<file path="config.mk">
export PLATFORM = sky130hd
export DESIGN_NAME = ripple_fifo
export DESIGN_NICKNAME = d
export VERILOG_FILES = /design/src/rtl/ripple_fifo_pkg.sv /design/src/rtl/strobe_rise.sv /design/src/rtl/ripple_stage.sv /design/src/rtl/ripple_fifo.sv
export SDC_FILE = /design/constraint.sdc
export NUM_CORES = 1
export LEC_CHECK = 0
export ABC_AREA = 1
export BUFFER_PORTS_ARGS = -buffer_cell sky130_fd_sc_hd__buf_2
export CORE_MARGIN = 10
export CORE_UTILIZATION = 60
export CTS_BUF_LIST = sky130_fd_sc_hd__clkbuf_8 sky130_fd_sc_hd__clkbuf_16
export DETAILED_ROUTE_END_ITERATION = 10
export PLACE_DENSITY = 0.89
export SYNTH_ARGS = -nofsm -noshare
export SYNTH_HDL_FRONTEND = slang
export SYNTH_SLANG_ARGS = --single-unit
export TNS_END_PERCENT = 20
</file>
<file path="constraint.sdc">
create_clock -name clk -period 2 [get_ports clk]
set_clock_uncertainty 0.15 [all_clocks]
set_input_delay 0.1 -clock clk [delete_from_list [all_inputs] [get_ports clk]]
set_output_delay 0.1 -clock clk [all_outputs]
set_load 0.005 [all_outputs]
</file>
<file path="src/rtl/ripple_fifo_pkg.sv">
package ripple_fifo_pkg;
  localparam int unsigned DEF_WIDTH = 4;
  localparam int unsigned DEF_DEPTH = 16;
endpackage

</file>
<file path="src/rtl/strobe_rise.sv">
// Detects the low-to-high transition of a strobe sampled by clk.
// The history bit is reset to 1, so a strobe that is still high
// after reset must first be seen low.
module strobe_rise (
  input  logic clk,
  input  logic rst,
  input  logic level,
  output logic rise
);
  logic level_q;

  always_ff @(posedge clk) begin
    if (rst) level_q <= 1'b1;
    else     level_q <= level;
  end

  assign rise = level & ~level_q;
endmodule

</file>
<file path="src/rtl/ripple_stage.sv">
// One storage stage: a valid bit and a data register.
module ripple_stage #(
  parameter int unsigned WIDTH = 4
) (
  input  logic             clk,
  input  logic             rst,
  input  logic             take,
  input  logic             give,
  input  logic [WIDTH-1:0] d,
  output logic             vld,
  output logic [WIDTH-1:0] q
);
  always_ff @(posedge clk) begin
    if (rst)       vld <= 1'b0;
    else if (take) vld <= 1'b1;
    else if (give) vld <= 1'b0;
  end

  // The data register has no reset, so it maps to plain flops.
  always_ff @(posedge clk) begin
    if (take) q <= d;
  end
endmodule

</file>
<file path="src/rtl/ripple_fifo.sv">
module ripple_fifo
  import ripple_fifo_pkg::*;
#(
  parameter int unsigned WIDTH = DEF_WIDTH,
  parameter int unsigned DEPTH = DEF_DEPTH
) (
  input  logic             clk,
  input  logic             rst,
  input  logic             shift_in,
  input  logic [WIDTH-1:0] data_in,
  output logic             in_ready,
  input  logic             shift_out,
  output logic             out_ready,
  output logic [WIDTH-1:0] data_out
);
  localparam int unsigned LAST = DEPTH - 1;

  logic             wr_rise, rd_rise;
  logic             push, pop;
  logic [DEPTH-1:0] stage_vld;
  logic [DEPTH-1:0] take;
  logic [DEPTH-1:0] give;
  logic [WIDTH-1:0] stage_q [DEPTH];

  strobe_rise u_wr_edge (.clk(clk), .rst(rst), .level(shift_in),  .rise(wr_rise));
  strobe_rise u_rd_edge (.clk(clk), .rst(rst), .level(shift_out), .rise(rd_rise));

  assign push = wr_rise & ~stage_vld[0];
  assign pop  = rd_rise & stage_vld[LAST];

  for (genvar i = 0; i < DEPTH; i++) begin : g_stage
    logic [WIDTH-1:0] d_src;

    if (i == 0) begin : g_head
      assign take[i] = push;
      assign d_src   = data_in;
    end else begin : g_body
      assign take[i] = give[i-1];
      assign d_src   = stage_q[i-1];
    end

    if (i == LAST) begin : g_tail
      assign give[i] = pop;
    end else begin : g_move
      assign give[i] = stage_vld[i] & ~stage_vld[i+1];
    end

    ripple_stage #(.WIDTH(WIDTH)) u_stage (
      .clk (clk),
      .rst (rst),
      .take(take[i]),
      .give(give[i]),
      .d   (d_src),
      .vld (stage_vld[i]),
      .q   (stage_q[i])
    );
  end

  // All three outputs come straight from stage registers.
  assign in_ready  = ~stage_vld[0];
  assign out_ready = stage_vld[LAST];
  assign data_out  = stage_q[LAST];
endmodule

</file>
==> flow_results.xml <==
<?xml version="1.0" encoding="UTF-8"?>
<metrics>
  <group name="outcome">
    <metric name="result_of_the_run" unit="">complete, no violations</metric>
  </group>
  <group name="timing">
    <metric name="slew_headroom" unit="">0.710</metric>
    <metric name="setup_ws_final" unit="ns">0.437</metric>
    <metric name="finalWorstPathRequiredPeriod" unit="ns">1.56</metric>
    <metric name="timing.fmax" unit="MHz">640</metric>
    <metric name="fin_tns_setup" unit="ns">0</metric>
    <metric name="tightestPinTransition" unit="ns">0.433</metric>
    <metric name="hold_ws" unit="ns">0.270</metric>
    <metric name="hold_violations" unit="">0</metric>
    <metric name="min_period_over_period" unit="">0.782</metric>
    <metric name="report.final.setup_viol" unit="">0</metric>
    <metric name="slew_violations" unit="">0</metric>
    <metric name="rsz0062_at_grt" unit="">false</metric>
  </group>
  <group name="synthesis">
    <metric name="yosysWarnings" unit="">0</metric>
    <metric name="ys_top_cells_by_area" unit="">sky130_fd_sc_hd__edfxtp_1, sky130_fd_sc_hd__dfxtp_1, sky130_fd_sc_hd__nor2_1, sky130_fd_sc_hd__inv_1, sky130_fd_sc_hd__o21ai_1</metric>
    <metric name="postSynthCellCount" unit="">155</metric>
    <metric name="yosys.area_share.adder" unit="">0</metric>
    <metric name="synth_compound_area_frac" unit="">0.0323</metric>
    <metric name="largest_family_of_logic_cells_by_synthesized_area" unit="">simple AND/OR/NAND/NOR gates</metric>
    <metric name="synth_fp_nets" unit="">163</metric>
    <metric name="async_set_or_reset_flop_fraction_in_the_synthesized_netlist" unit="">0</metric>
    <metric name="yosys.area_share.xor_xnor" unit="">0</metric>
    <metric name="yosysTopAreaCell" unit="">sky130_fd_sc_hd__edfxtp_1</metric>
    <metric name="post_synth_and_or_nand_nor_area_fraction" unit="">0.0541</metric>
    <metric name="synthesized_flop_and_latch_total" unit="">82</metric>
    <metric name="synth_seq_area_share" unit="">0.880</metric>
    <metric name="count_of_unique_library_cells_instantiated_by_yosys" unit="">12</metric>
    <metric name="synth.top_cell.area_share" unit="">0.741</metric>
    <metric name="mappedNetlistArea" unit="um2">2590</metric>
    <metric name="yosysMostFrequentCell" unit="">sky130_fd_sc_hd__edfxtp_1</metric>
    <metric name="avgSynthCellArea" unit="um2">16.7</metric>
    <metric name="mux_contribution_to_synthesized_area" unit="">0</metric>
    <metric name="synth-main-ff-cell" unit="">sky130_fd_sc_hd__edfxtp_1</metric>
    <metric name="synth_edf_count" unit="">64</metric>
    <metric name="synth_common_cells" unit="">sky130_fd_sc_hd__edfxtp_1, sky130_fd_sc_hd__nor2_1, sky130_fd_sc_hd__inv_1</metric>
  </group>
  <group name="detailed_routing">
    <metric name="drt_wl_total" unit="mm">3.95</metric>
    <metric name="via_per_inst" unit="">5.20</metric>
    <metric name="drt_iter0_drcs" unit="">91</metric>
    <metric name="avgRoutedWirePerCell" unit="um">16.5</metric>
    <metric name="ant_nets" unit="">0</metric>
    <metric name="remaining_drc_errors" unit="">0</metric>
    <metric name="via_count" unit="">1248</metric>
    <metric name="drt_pass1_iterations" unit="">4</metric>
  </group>
  <group name="final_layout">
    <metric name="flow.area_growth_from_synthesis" unit="%">13.8</metric>
    <metric name="final_cell_count_no_fill" unit="">240</metric>
    <metric name="fillerInstances" unit="">248</metric>
    <metric name="finish.net_count" unit="">194</metric>
    <metric name="fraction_of_layout_instances_using_a_drive_strength_above_1" unit="">0.153</metric>
    <metric name="antenna-diode-count" unit="">0</metric>
  </group>
  <group name="global_routing">
    <metric name="grt_total_usage" unit="">0.119</metric>
    <metric name="grt_first_pass_wirelength" unit="mm">6.39</metric>
    <metric name="grt_max_degree" unit="">16</metric>
    <metric name="grt_antenna_before_repair" unit="">0</metric>
    <metric name="grt_pass1_vias" unit="">1306</metric>
    <metric name="globalRouteOverflowTotal" unit="">0</metric>
  </group>
  <group name="power">
    <metric name="p_sw" unit="W">0.000628</metric>
    <metric name="power.combinational.fraction" unit="">0.037</metric>
    <metric name="internal_power" unit="W">0.00243</metric>
    <metric name="ir_drop" unit="uV">705</metric>
    <metric name="power.leakage" unit="nW">1.08</metric>
    <metric name="power_density_over_the_cells" unit="nW/um2">1040</metric>
    <metric name="power.share.clock" unit="">0.319</metric>
    <metric name="sequential_power_share" unit="">0.644</metric>
    <metric name="sw_frac_of_total" unit="">0.205</metric>
  </group>
  <group name="clocking">
    <metric name="htree_levels" unit="">3</metric>
    <metric name="cts-resized-gates" unit="">0</metric>
    <metric name="root_buffer_master" unit="">sky130_fd_sc_hd__clkbuf_8</metric>
    <metric name="tritoncts_num_sinks" unit="">82</metric>
    <metric name="clk_path_buf_depth" unit="">2</metric>
    <metric name="post_cts.repair.setup_buffers" unit="">0</metric>
    <metric name="number_of_buffers_created_by_cts" unit="">9</metric>
    <metric name="clkTransAtPathRegs" unit="ns">0.07</metric>
    <metric name="clk-insertion-delay-late" unit="ns">0.34</metric>
    <metric name="cts_tree" unit="">done</metric>
  </group>
  <group name="die">
    <metric name="die_height" unit="um">85.7</metric>
    <metric name="ios" unit="">14</metric>
    <metric name="initial_core_util" unit="">0.634</metric>
    <metric name="core_area" unit="um2">4090</metric>
    <metric name="core.rowCount" unit="">23</metric>
    <metric name="fp.dieArea" unit="um2">7350</metric>
    <metric name="die_x" unit="um">85.7</metric>
  </group>
  <group name="min_path">
    <metric name="worst_hold_path_type" unit="">register to register</metric>
    <metric name="worstHoldPathCells" unit="">0</metric>
    <metric name="hold_path.startpoint" unit="">g_stage[5].u_stage.q[1]</metric>
  </group>
  <group name="setup_path">
    <metric name="worst-endpoint-required" unit="ns">2.07</metric>
    <metric name="worst-setup-path-type" unit="">primary input to register</metric>
    <metric name="crit_path_start" unit="">shift_out</metric>
    <metric name="r2r_cells" unit="">2</metric>
    <metric name="worst_ep_arrival_time" unit="ns">1.63</metric>
    <metric name="cp-start-kind" unit="">primary input</metric>
    <metric name="rrSetupSlack" unit="ns">0.73</metric>
    <metric name="critical_path_peak_fanout" unit="">2</metric>
    <metric name="timing.critical_path.to_type" unit="">register</metric>
    <metric name="r2r-start" unit="">g_stage[12].u_stage.vld</metric>
  </group>
  <group name="place">
    <metric name="place_congestion" unit="">0.757</metric>
    <metric name="numPlacedInstances" unit="">217</metric>
    <metric name="detailed_place_hpwl" unit="mm">2.53</metric>
    <metric name="post-place-ws" unit="ns">0.726</metric>
    <metric name="portBuffers" unit="">13</metric>
  </group>
  <group name="flow_run">
    <metric name="cap_violations" unit="">0</metric>
  </group>
</metrics>
==> worst max-delay path, cell delays in order <==
cell and delay (ns):
sky130_fd_sc_hd__dlygate4sd3_1 0.56, sky130_fd_sc_hd__buf_2 0.14, sky130_fd_sc_hd__or2_2 0.28, sky130_fd_sc_hd__dlygate4sd3_1 0.56
==> logic make-up after synthesis <==
group / after synthesis
flip-flops: 82
AND/OR/NAND/NOR: 36
buffers and inverters: 21
AO/OA/AOI/OAI: 16
==> worst paths after layout <==
path,to
hold reg to reg,g_stage[6].u_stage.q[1]
hold / removal,g_stage[6].u_stage.q[1]
setup / recovery,u_rd_edge.level_q
setup reg to reg,g_stage[13].u_stage.q[0]
==> flip-flops by register name, indices dropped and copies added (netlist names) <==
register             count
g_stage.u_stage.vld     16
u_wr_edge.level_q        1
g_stage.u_stage.q       64
u_rd_edge.level_q        1
==> final cells by class <==
type / instances / area, um2 / share of cell area
tap: 50 / 62.6 / 0.0212
timing repair buffer: 21 / 145 / 0.0492
multi-input combinational: 52 / 224 / 0.0759
inverter: 20 / 75.1 / 0.0254
sequential: 82 / 2280 / 0.774
clock inverter: 5 / 23.8 / 0.00806
clock buffer: 10 / 138 / 0.0466
==> repair_timing <==
action	in CTS	in global routing
hold buffers	8	0
hold endpoints to repair	9	0
endpoints found under the setup margin	0	0
==> through the flow <==
step / instance area [um2] / util / power (W)
2_1_floorplan: 2590 / - / 0.00206
3_3_place_gp: 2710 / 0.663 / 0.00209
3_5_place_dp: 2710 / 0.663 / 0.00210
4_1_cts: 2950 / 0.722 / 0.00307
5_1_grt: 2950 / 0.722 / 0.00317
6_report: 2950 / 0.722 / 0.00305
==> power groups by stage <==
stage / logic, W / registers [W] / clock network, W
2_1_floorplan: 0.0000688 / 0.00199 / 0
3_3_place_gp: 0.0000891 / 0.00200 / 0
3_5_place_dp: 0.000101 / 0.00200 / 0
4_1_cts: 0.000113 / 0.00197 / 0.000995
5_1_grt: 0.000130 / 0.00197 / 0.00107
6_report: 0.000114 / 0.00197 / 0.000974
==> layout by cell type, fill, tap and decap left out, types with 4 or more instances in the layout <==
cell type                       instances
sky130_fd_sc_hd__buf_2                 13
sky130_fd_sc_hd__clkbuf_8              10
sky130_fd_sc_hd__dfxtp_1               18
sky130_fd_sc_hd__dlygate4sd3_1          8
sky130_fd_sc_hd__edfxtp_1              64
sky130_fd_sc_hd__inv_1                 21
sky130_fd_sc_hd__nand2_1                6
sky130_fd_sc_hd__nor2_1                28
sky130_fd_sc_hd__o21ai_0                4
sky130_fd_sc_hd__o21ai_1                9
==> per-layer routing <==
| layer | global-route usage | vias up | routed length, um |
|---|---|---|---|
| met1 | 0.113 | 608 | 1490 |
| li1 | - | 593 | - |
| met5 | 0 | - | 0 |
| met3 | 0.0672 | 11 | 283 |
| met4 | 0.0509 | 0 | 84 |
| met2 | 0.205 | 36 | 2090 |
Power figures use the tool's default switching activity.
